## src/rtl/pcitrk_pkg.sv

```systemverilog
package pcitrk_pkg;

  typedef enum logic {
    ST_IDLE = 1'b0,
    ST_DATA = 1'b1
  } phase_e;

  localparam logic [1:0] ORDER_LINEAR = 2'b00;

  // Memory-space commands a memory target answers to.
  function automatic logic is_mem_cmd(input logic [3:0] cmd);
    case (cmd)
      4'b0110, 4'b0111, 4'b1100, 4'b1110, 4'b1111: return 1'b1;
      default:                                     return 1'b0;
    endcase
  endfunction

endpackage

```

## src/rtl/pcitrk_rst_sync.sv

```systemverilog
module pcitrk_rst_sync #(
  parameter int STAGES = 2
) (
  input  logic clk,
  input  logic arst_n,
  output logic srst_n
);

  logic [STAGES-1:0] sync_q;

  always_ff @(posedge clk or negedge arst_n) begin
    if (!arst_n) sync_q <= '0;
    else         sync_q <= {sync_q[STAGES-2:0], 1'b1};
  end

  assign srst_n = sync_q[STAGES-1];

endmodule

```

## src/rtl/pcitrk_phase_fsm.sv

```systemverilog
module pcitrk_phase_fsm
  import pcitrk_pkg::*;
(
  input  logic   clk,
  input  logic   rst_n,
  input  logic   frame_n,
  input  logic   xfer,
  output phase_e phase_q,
  output phase_e phase_d,
  output logic   load,
  output logic   fin
);

  always_comb begin
    phase_d = phase_q;
    load    = 1'b0;
    fin     = 1'b0;
    case (phase_q)
      ST_IDLE: begin
        if (!frame_n) begin
          load    = 1'b1;
          phase_d = ST_DATA;
        end
      end
      ST_DATA: begin
        if (xfer && frame_n) begin
          fin     = 1'b1;
          phase_d = ST_IDLE;
        end
      end
      default: phase_d = ST_IDLE;
    endcase
  end

  always_ff @(posedge clk or negedge rst_n) begin
    if (!rst_n) phase_q <= ST_IDLE;
    else        phase_q <= phase_d;
  end

  // the final completed transfer returns the tracker to idle
  p_end_to_idle_r9: assert property (@(posedge clk) disable iff (!rst_n)
    (phase_q == ST_DATA && xfer && frame_n) |=> (phase_q == ST_IDLE));

  // an address phase always leads into a data phase
  p_addr_to_data_r2: assert property (@(posedge clk) disable iff (!rst_n)
    (phase_q == ST_IDLE && !frame_n) |=> (phase_q == ST_DATA));

endmodule

```

## src/rtl/pcitrk_addr_gen.sv

```systemverilog
module pcitrk_addr_gen
  import pcitrk_pkg::*;
#(
  parameter int ADDR_W = 32,
  localparam int DW_W  = ADDR_W - 2
) (
  input  logic              clk,
  input  logic              rst_n,
  input  logic              load,
  input  logic              fin,
  input  logic              in_data,
  input  logic              xfer,
  input  logic [ADDR_W-1:0] ad,
  output logic [DW_W-1:0]   dw_d,
  output logic [DW_W-1:0]   dw_q,
  output logic              lin_q
);

  logic lin_d;
  logic step_en;
  logic upd_en;

  assign step_en = in_data && xfer;
  assign upd_en  = load || step_en;

  always_comb begin
    dw_d  = dw_q;
    lin_d = lin_q;
    if (load) begin
      dw_d  = ad[ADDR_W-1:2];
      lin_d = (ad[1:0] == ORDER_LINEAR);
    end else if (step_en) begin
      if (lin_q) dw_d = dw_q + DW_W'(1);
      if (fin)   lin_d = 1'b0;
    end
  end

  always_ff @(posedge clk or negedge rst_n) begin
    if (!rst_n) begin
      dw_q  <= '0;
      lin_q <= 1'b0;
    end else if (upd_en) begin
      dw_q  <= dw_d;
      lin_q <= lin_d;
    end
  end

  // one dword per completed linear transfer, wrapping at the top
  p_linear_step_r4: assert property (@(posedge clk) disable iff (!rst_n)
    (in_data && xfer && lin_q) |=> (dw_q == $past(dw_q) + DW_W'(1)));

  // wait states freeze the address
  p_wait_hold_r5: assert property (@(posedge clk) disable iff (!rst_n)
    (in_data && !xfer) |=> $stable(dw_q));

  // non-linear order never moves off the first dword
  p_nonlinear_hold_r6: assert property (@(posedge clk) disable iff (!rst_n)
    (in_data && !lin_q) |=> $stable(dw_q));

endmodule

```

## src/rtl/pcitrk_window_dec.sv

```systemverilog
module pcitrk_window_dec
  import pcitrk_pkg::*;
#(
  parameter int              ADDR_W   = 32,
  parameter logic [ADDR_W-1:0] WIN_BASE = 32'h4000_0000,
  parameter int              WIN_LOG2 = 12
) (
  input  logic              clk,
  input  logic              rst_n,
  input  logic              load,
  input  logic [3:0]        cmd,
  input  logic [ADDR_W-1:0] addr_d,
  input  logic              in_data_d,
  output logic              hit_q
);

  localparam logic [ADDR_W-1:0] WIN_MASK = {ADDR_W{1'b1}} << WIN_LOG2;
  localparam logic [ADDR_W-1:0] BASE_TAG = WIN_BASE & WIN_MASK;

  logic mem_q;
  logic mem_d;
  logic in_win;
  logic hit_d;

  assign mem_d  = load ? is_mem_cmd(cmd) : mem_q;
  assign in_win = ((addr_d & WIN_MASK) == BASE_TAG);
  assign hit_d  = in_data_d && mem_d && in_win;

  always_ff @(posedge clk or negedge rst_n) begin
    if (!rst_n) mem_q <= 1'b0;
    else if (load) mem_q <= mem_d;
  end

  always_ff @(posedge clk or negedge rst_n) begin
    if (!rst_n) hit_q <= 1'b0;
    else        hit_q <= hit_d;
  end

  // a claim needs a memory command captured at the address phase
  p_hit_needs_mem_r10: assert property (@(posedge clk) disable iff (!rst_n)
    hit_q |-> mem_q);

endmodule

```

## src/rtl/pci_burst_addr_tracker.sv

```systemverilog
module pci_burst_addr_tracker
  import pcitrk_pkg::*;
#(
  parameter int                ADDR_W     = 32,
  parameter logic [ADDR_W-1:0] WIN_BASE   = 32'h4000_0000,
  parameter int                WIN_LOG2   = 12,
  parameter int                RST_STAGES = 2,
  localparam int               DW_W       = ADDR_W - 2
) (
  input  logic              clk,
  input  logic              rst_n,
  input  logic              frame_n,
  input  logic              irdy_n,
  input  logic              trdy_n,
  input  logic [ADDR_W-1:0] ad,
  input  logic [3:0]        cbe_n,
  output logic [ADDR_W-1:0] cur_addr,
  output logic              hit,
  output logic              burst_linear
);

  logic        srst_n;
  logic        xfer;
  phase_e      phase_q;
  phase_e      phase_d;
  logic        load;
  logic        fin;
  logic [DW_W-1:0] dw_d;
  logic [DW_W-1:0] dw_q;
  logic        lin_q;

  assign xfer = !irdy_n && !trdy_n;

  pcitrk_rst_sync #(.STAGES(RST_STAGES)) u_rst_sync (
    .clk    (clk),
    .arst_n (rst_n),
    .srst_n (srst_n)
  );

  pcitrk_phase_fsm u_fsm (
    .clk     (clk),
    .rst_n   (srst_n),
    .frame_n (frame_n),
    .xfer    (xfer),
    .phase_q (phase_q),
    .phase_d (phase_d),
    .load    (load),
    .fin     (fin)
  );

  pcitrk_addr_gen #(.ADDR_W(ADDR_W)) u_addr (
    .clk     (clk),
    .rst_n   (srst_n),
    .load    (load),
    .fin     (fin),
    .in_data (phase_q == ST_DATA),
    .xfer    (xfer),
    .ad      (ad),
    .dw_d    (dw_d),
    .dw_q    (dw_q),
    .lin_q   (lin_q)
  );

  pcitrk_window_dec #(
    .ADDR_W   (ADDR_W),
    .WIN_BASE (WIN_BASE),
    .WIN_LOG2 (WIN_LOG2)
  ) u_win (
    .clk       (clk),
    .rst_n     (srst_n),
    .load      (load),
    .cmd       (cbe_n),
    .addr_d    ({dw_d, 2'b00}),
    .in_data_d (phase_d == ST_DATA),
    .hit_q     (hit)
  );

  assign cur_addr     = {dw_q, 2'b00};
  assign burst_linear = lin_q;

  // idle never claims and never reports a burst order
  p_idle_quiet_r9: assert property (@(posedge clk) disable iff (!srst_n)
    (phase_q == ST_IDLE) |-> (!hit && !burst_linear));

  // the address holds in idle until a new address phase
  p_idle_hold_r9: assert property (@(posedge clk) disable iff (!srst_n)
    (phase_q == ST_IDLE && frame_n) |=> $stable(cur_addr));

  // a claim only exists inside a transaction
  p_hit_in_data_r7: assert property (@(posedge clk) disable iff (!srst_n)
    hit |-> (phase_q == ST_DATA));

endmodule

```

## config.mk

```make
export PLATFORM = sky130hd
export DESIGN_NAME = pci_burst_addr_tracker
export DESIGN_NICKNAME = d
export VERILOG_FILES = /design/src/rtl/pcitrk_pkg.sv /design/src/rtl/pcitrk_rst_sync.sv /design/src/rtl/pcitrk_phase_fsm.sv /design/src/rtl/pcitrk_addr_gen.sv /design/src/rtl/pcitrk_window_dec.sv /design/src/rtl/pci_burst_addr_tracker.sv
export SDC_FILE = /design/constraint.sdc
export NUM_CORES = 1
export LEC_CHECK = 0
export CAP_MARGIN = 20
export CELL_PAD_IN_SITES_DETAIL_PLACEMENT = 1
export CELL_PAD_IN_SITES_GLOBAL_PLACEMENT = 1
export CORE_MARGIN = 1.5
export CORE_UTILIZATION = 30
export DETAILED_ROUTE_END_ITERATION = 12
export PLACE_DENSITY = 0.76
export RECOVER_POWER = 100
export SYNTH_ARGS = -nofsm -noshare
export SYNTH_HDL_FRONTEND = slang
export SYNTH_HIERARCHICAL = 1
export SYNTH_SLANG_ARGS = --single-unit
```

## constraint.sdc

```tcl
create_clock -name clk -period 1.3 [get_ports clk]
set_input_delay 0.195 -clock clk [delete_from_list [all_inputs] [get_ports clk]]
set_output_delay 0.195 -clock clk [all_outputs]
set_load 0.1 [all_outputs]
```

==> flow_metrics.py <==
metrics = {
    "worst_setup_path": {
        "crit_type": "register to register",
        "reg2reg_depth": 8,
        "end_kind": "register",
        "r2r_end": "u_win/hit_q",
        "reg2reg_from": "u_addr/dw_q[0]",
        "cp_max_fo": 5,
        "start_kind": "register",
        "cp_data_required_time_ns": 1.52,
        "regToRegSetupSlack_ns": -1.55,
        "arrival_ns": 3.07,
    },
    "clock_network": {
        "clkLatencyLatePin_ns": 0.31,
        "clk_path_buf_depth": 2,
        "htree_levels": 2,
        "cts_hold_buf": 0,
        "cts_tree": "yes",
        "cts_root_buf": "clkbuf_8",
        "cts_sinks": 36,
        "clk_pin_slew_ns": 0.07,
        "cts-buffers-inserted": 5,
    },
    "global_route": {
        "grt_overflow": 0,
        "antenna_found_initial": 0,
        "grt_usage": 0.305,
        "grt_pass1_vias": 3442,
        "grt_pass1_wl_mm": 19.1,
        "grt_max_degree": 35,
    },
    "detailed_routing": {
        "via_per_inst": 6.02,
        "num_vias": 3194,
        "postRouteWirelength_mm": 14.5,
        "drt_pass1_iterations": 5,
        "ant_nets": 0,
        "drc_errors": 0,
        "routedWlPerCell_um": 27.3,
        "drt_iter0_markers": 242,
    },
    "floorplan": {
        "initial_core_util": 0.311,
        "die_h_um": 89.8,
        "die_w_um": 89.8,
        "die-area_um2": 8060,
        "ioPinCount": 75,
        "rows": 31,
        "coreArea_um2": 7250,
    },
    "pwr": {
        "pwr-share-clk": 0.115,
        "peakVddDrop_v": 0.000895,
        "switching_share": 0.489,
        "p_leak_nw": 1.97,
        "totalPowerFinal_w": 0.00760,
        "p_comb_frac": 0.662,
        "internal_power_w": 0.00388,
        "pwr-share-seq": 0.223,
        "p_switching_w": 0.00372,
        "p_per_area_nw_per_um2": 1550,
    },
    "placed_design": {
        "gp_congestion": 0.806,
        "numPortBuffers": 72,
        "dp_hpwl_mm": 7.16,
        "dp_cells": 500,
    },
    "synthesis": {
        "ys_warn_count": 6,
        "syn-instance-count": 266,
        "synthesis.area_um2": 2260,
        "syn_area_per_cell_um2": 8.49,
    },
    "layout": {
        "syn2layout_area_growth_pct": 117,
        "drive_gt1_frac": 0.563,
        "utilization": 0.677,
        "fin_nets": 473,
        "antenna_cells": 0,
        "final-instance-count-excl-fill": 531,
    },
    "run_status": {
        "status": "complete, but fails checks",
        "failed_checks": "negative setup slack",
    },
    "timing": {
        "slew_headroom": 0.355,
        "finalCritPeriodShare": 2.19,
        "drv_slew": 0,
        "whs_ns": 0.117,
        "skew_ns": 0.00592,
        "setup_viol": 38,
        "period_needed_ns": 2.85,
        "fmax_mhz": 351,
        "finalHoldViolCount": 0,
        "rsz0062_at_grt": "yes",
        "fin_ws_ns": -1.55,
        "tightest_slew_ns": 0.968,
    },
    "hold_path": {
        "min_path_type": "input pin to asynchronous set/reset pin",
    },
    "run": {
        "max-cap-violations": 0,
    },
}
==> final cells by class <==
type | count | area, um^2
Clock buffer | 8 | 90.1
Inverter | 7 | 26.3
Multi-Input combinational cell | 206 | 1720
Tap cell | 99 | 124
Timing Repair Buffer | 175 | 1980
Fill cell | 745 | 2350
Sequential cell | 36 | 968
==> timing repair <==
action,CTS,global route
cloned,1,0
endpoints found under the setup margin,44,44
resized for setup,63,51
buffers inserted,10,18
pin swaps,25,22
==> critical path, stage by stage (launching register included) <==
cell      delay, ns
dfrtp_4        0.46
nand4_1        0.21
or4_4          0.63
buf_12         0.18
o211ai_1       0.36
nand3_1        0.15
nor4b_2        0.31
nand4_1        0.24
a211oi_2       0.22
==> layout by cell type (no fill, tap or decap), drive strengths merged <==
cell / n
nor3: 3
nand4: 11
buf: 134
ha: 1
nor2b: 3
xnor2: 5
conb: 3
and4: 3
inv: 7
dlygate4sd3: 1
and3: 5
nor4: 3
o31ai: 12
nand2: 26
dlygate4sd2: 2
o211ai: 6
nor4b: 1
or4b: 2
or3: 4
and2: 2
nor2: 21
nand3: 24
a31oi: 28
nand2b: 1
or4: 20
mux2i: 1
xor2: 3
dfrtp: 36
a22oi: 2
o21ai: 15
clkdlybuf4s50: 37
a211oi: 1
clkbuf: 9
==> how the worst max path moves through the flow <==
stage                        start          end  slack [ns]
finish              u_addr/dw_q[0]  u_win/hit_q       -1.55
detailed placement          irdy_n  u_win/hit_q       -1.67
global route        u_addr/dw_q[9]  u_win/hit_q       -1.52
floorplan           u_addr/dw_q[4]  u_win/hit_q       -1.21
CTS                 u_addr/dw_q[1]  u_win/hit_q       -1.14
global placement            irdy_n  u_win/hit_q       -1.48
==> power groups by stage <==
stage	registers, W	clock network [W]	logic [W]
final	0.00169	0.000874	0.00503
after detailed placement	0.00165	0	0.00431
after floorplan	0.00329	0	0.000676
after global placement	0.00163	0	0.00420
after global routing	0.00172	0.000920	0.00515
after CTS	0.00165	0.000875	0.00454
==> flip-flops by register name (all words and copies together), names as in the netlist <==
signal	cells
u_win/mem_q	1
u_rst_sync/sync_q	2
u_addr/lin_q	1
u_win/hit_q	1
u_addr/dw_q	30
u_fsm/phase_q	1
==> metrics by stage <==
step | setup TNS, ns | area, um^2 | setup slack [ns]
final | -21.36 | 4910 | -1.55
after global routing | -23.05 | 4910 | -1.52
after floorplan | -19.01 | 2490 | -1.21
after detailed placement | -30.39 | 4150 | -1.67
after CTS | -17.58 | 4550 | -1.14
after global placement | -27.32 | 4150 | -1.48
==> metal layers <==
metal | up-vias | track usage | part of all wire
met5 | - | 0 | 0
met4 | 0 | 0.160 | 0.052
met3 | 76 | 0.0567 | 0.058
met2 | 189 | 0.550 | 0.51
met1 | 1588 | 0.341 | 0.38
li1 | 1341 | - | -
Power figures use the tool's default switching activity.
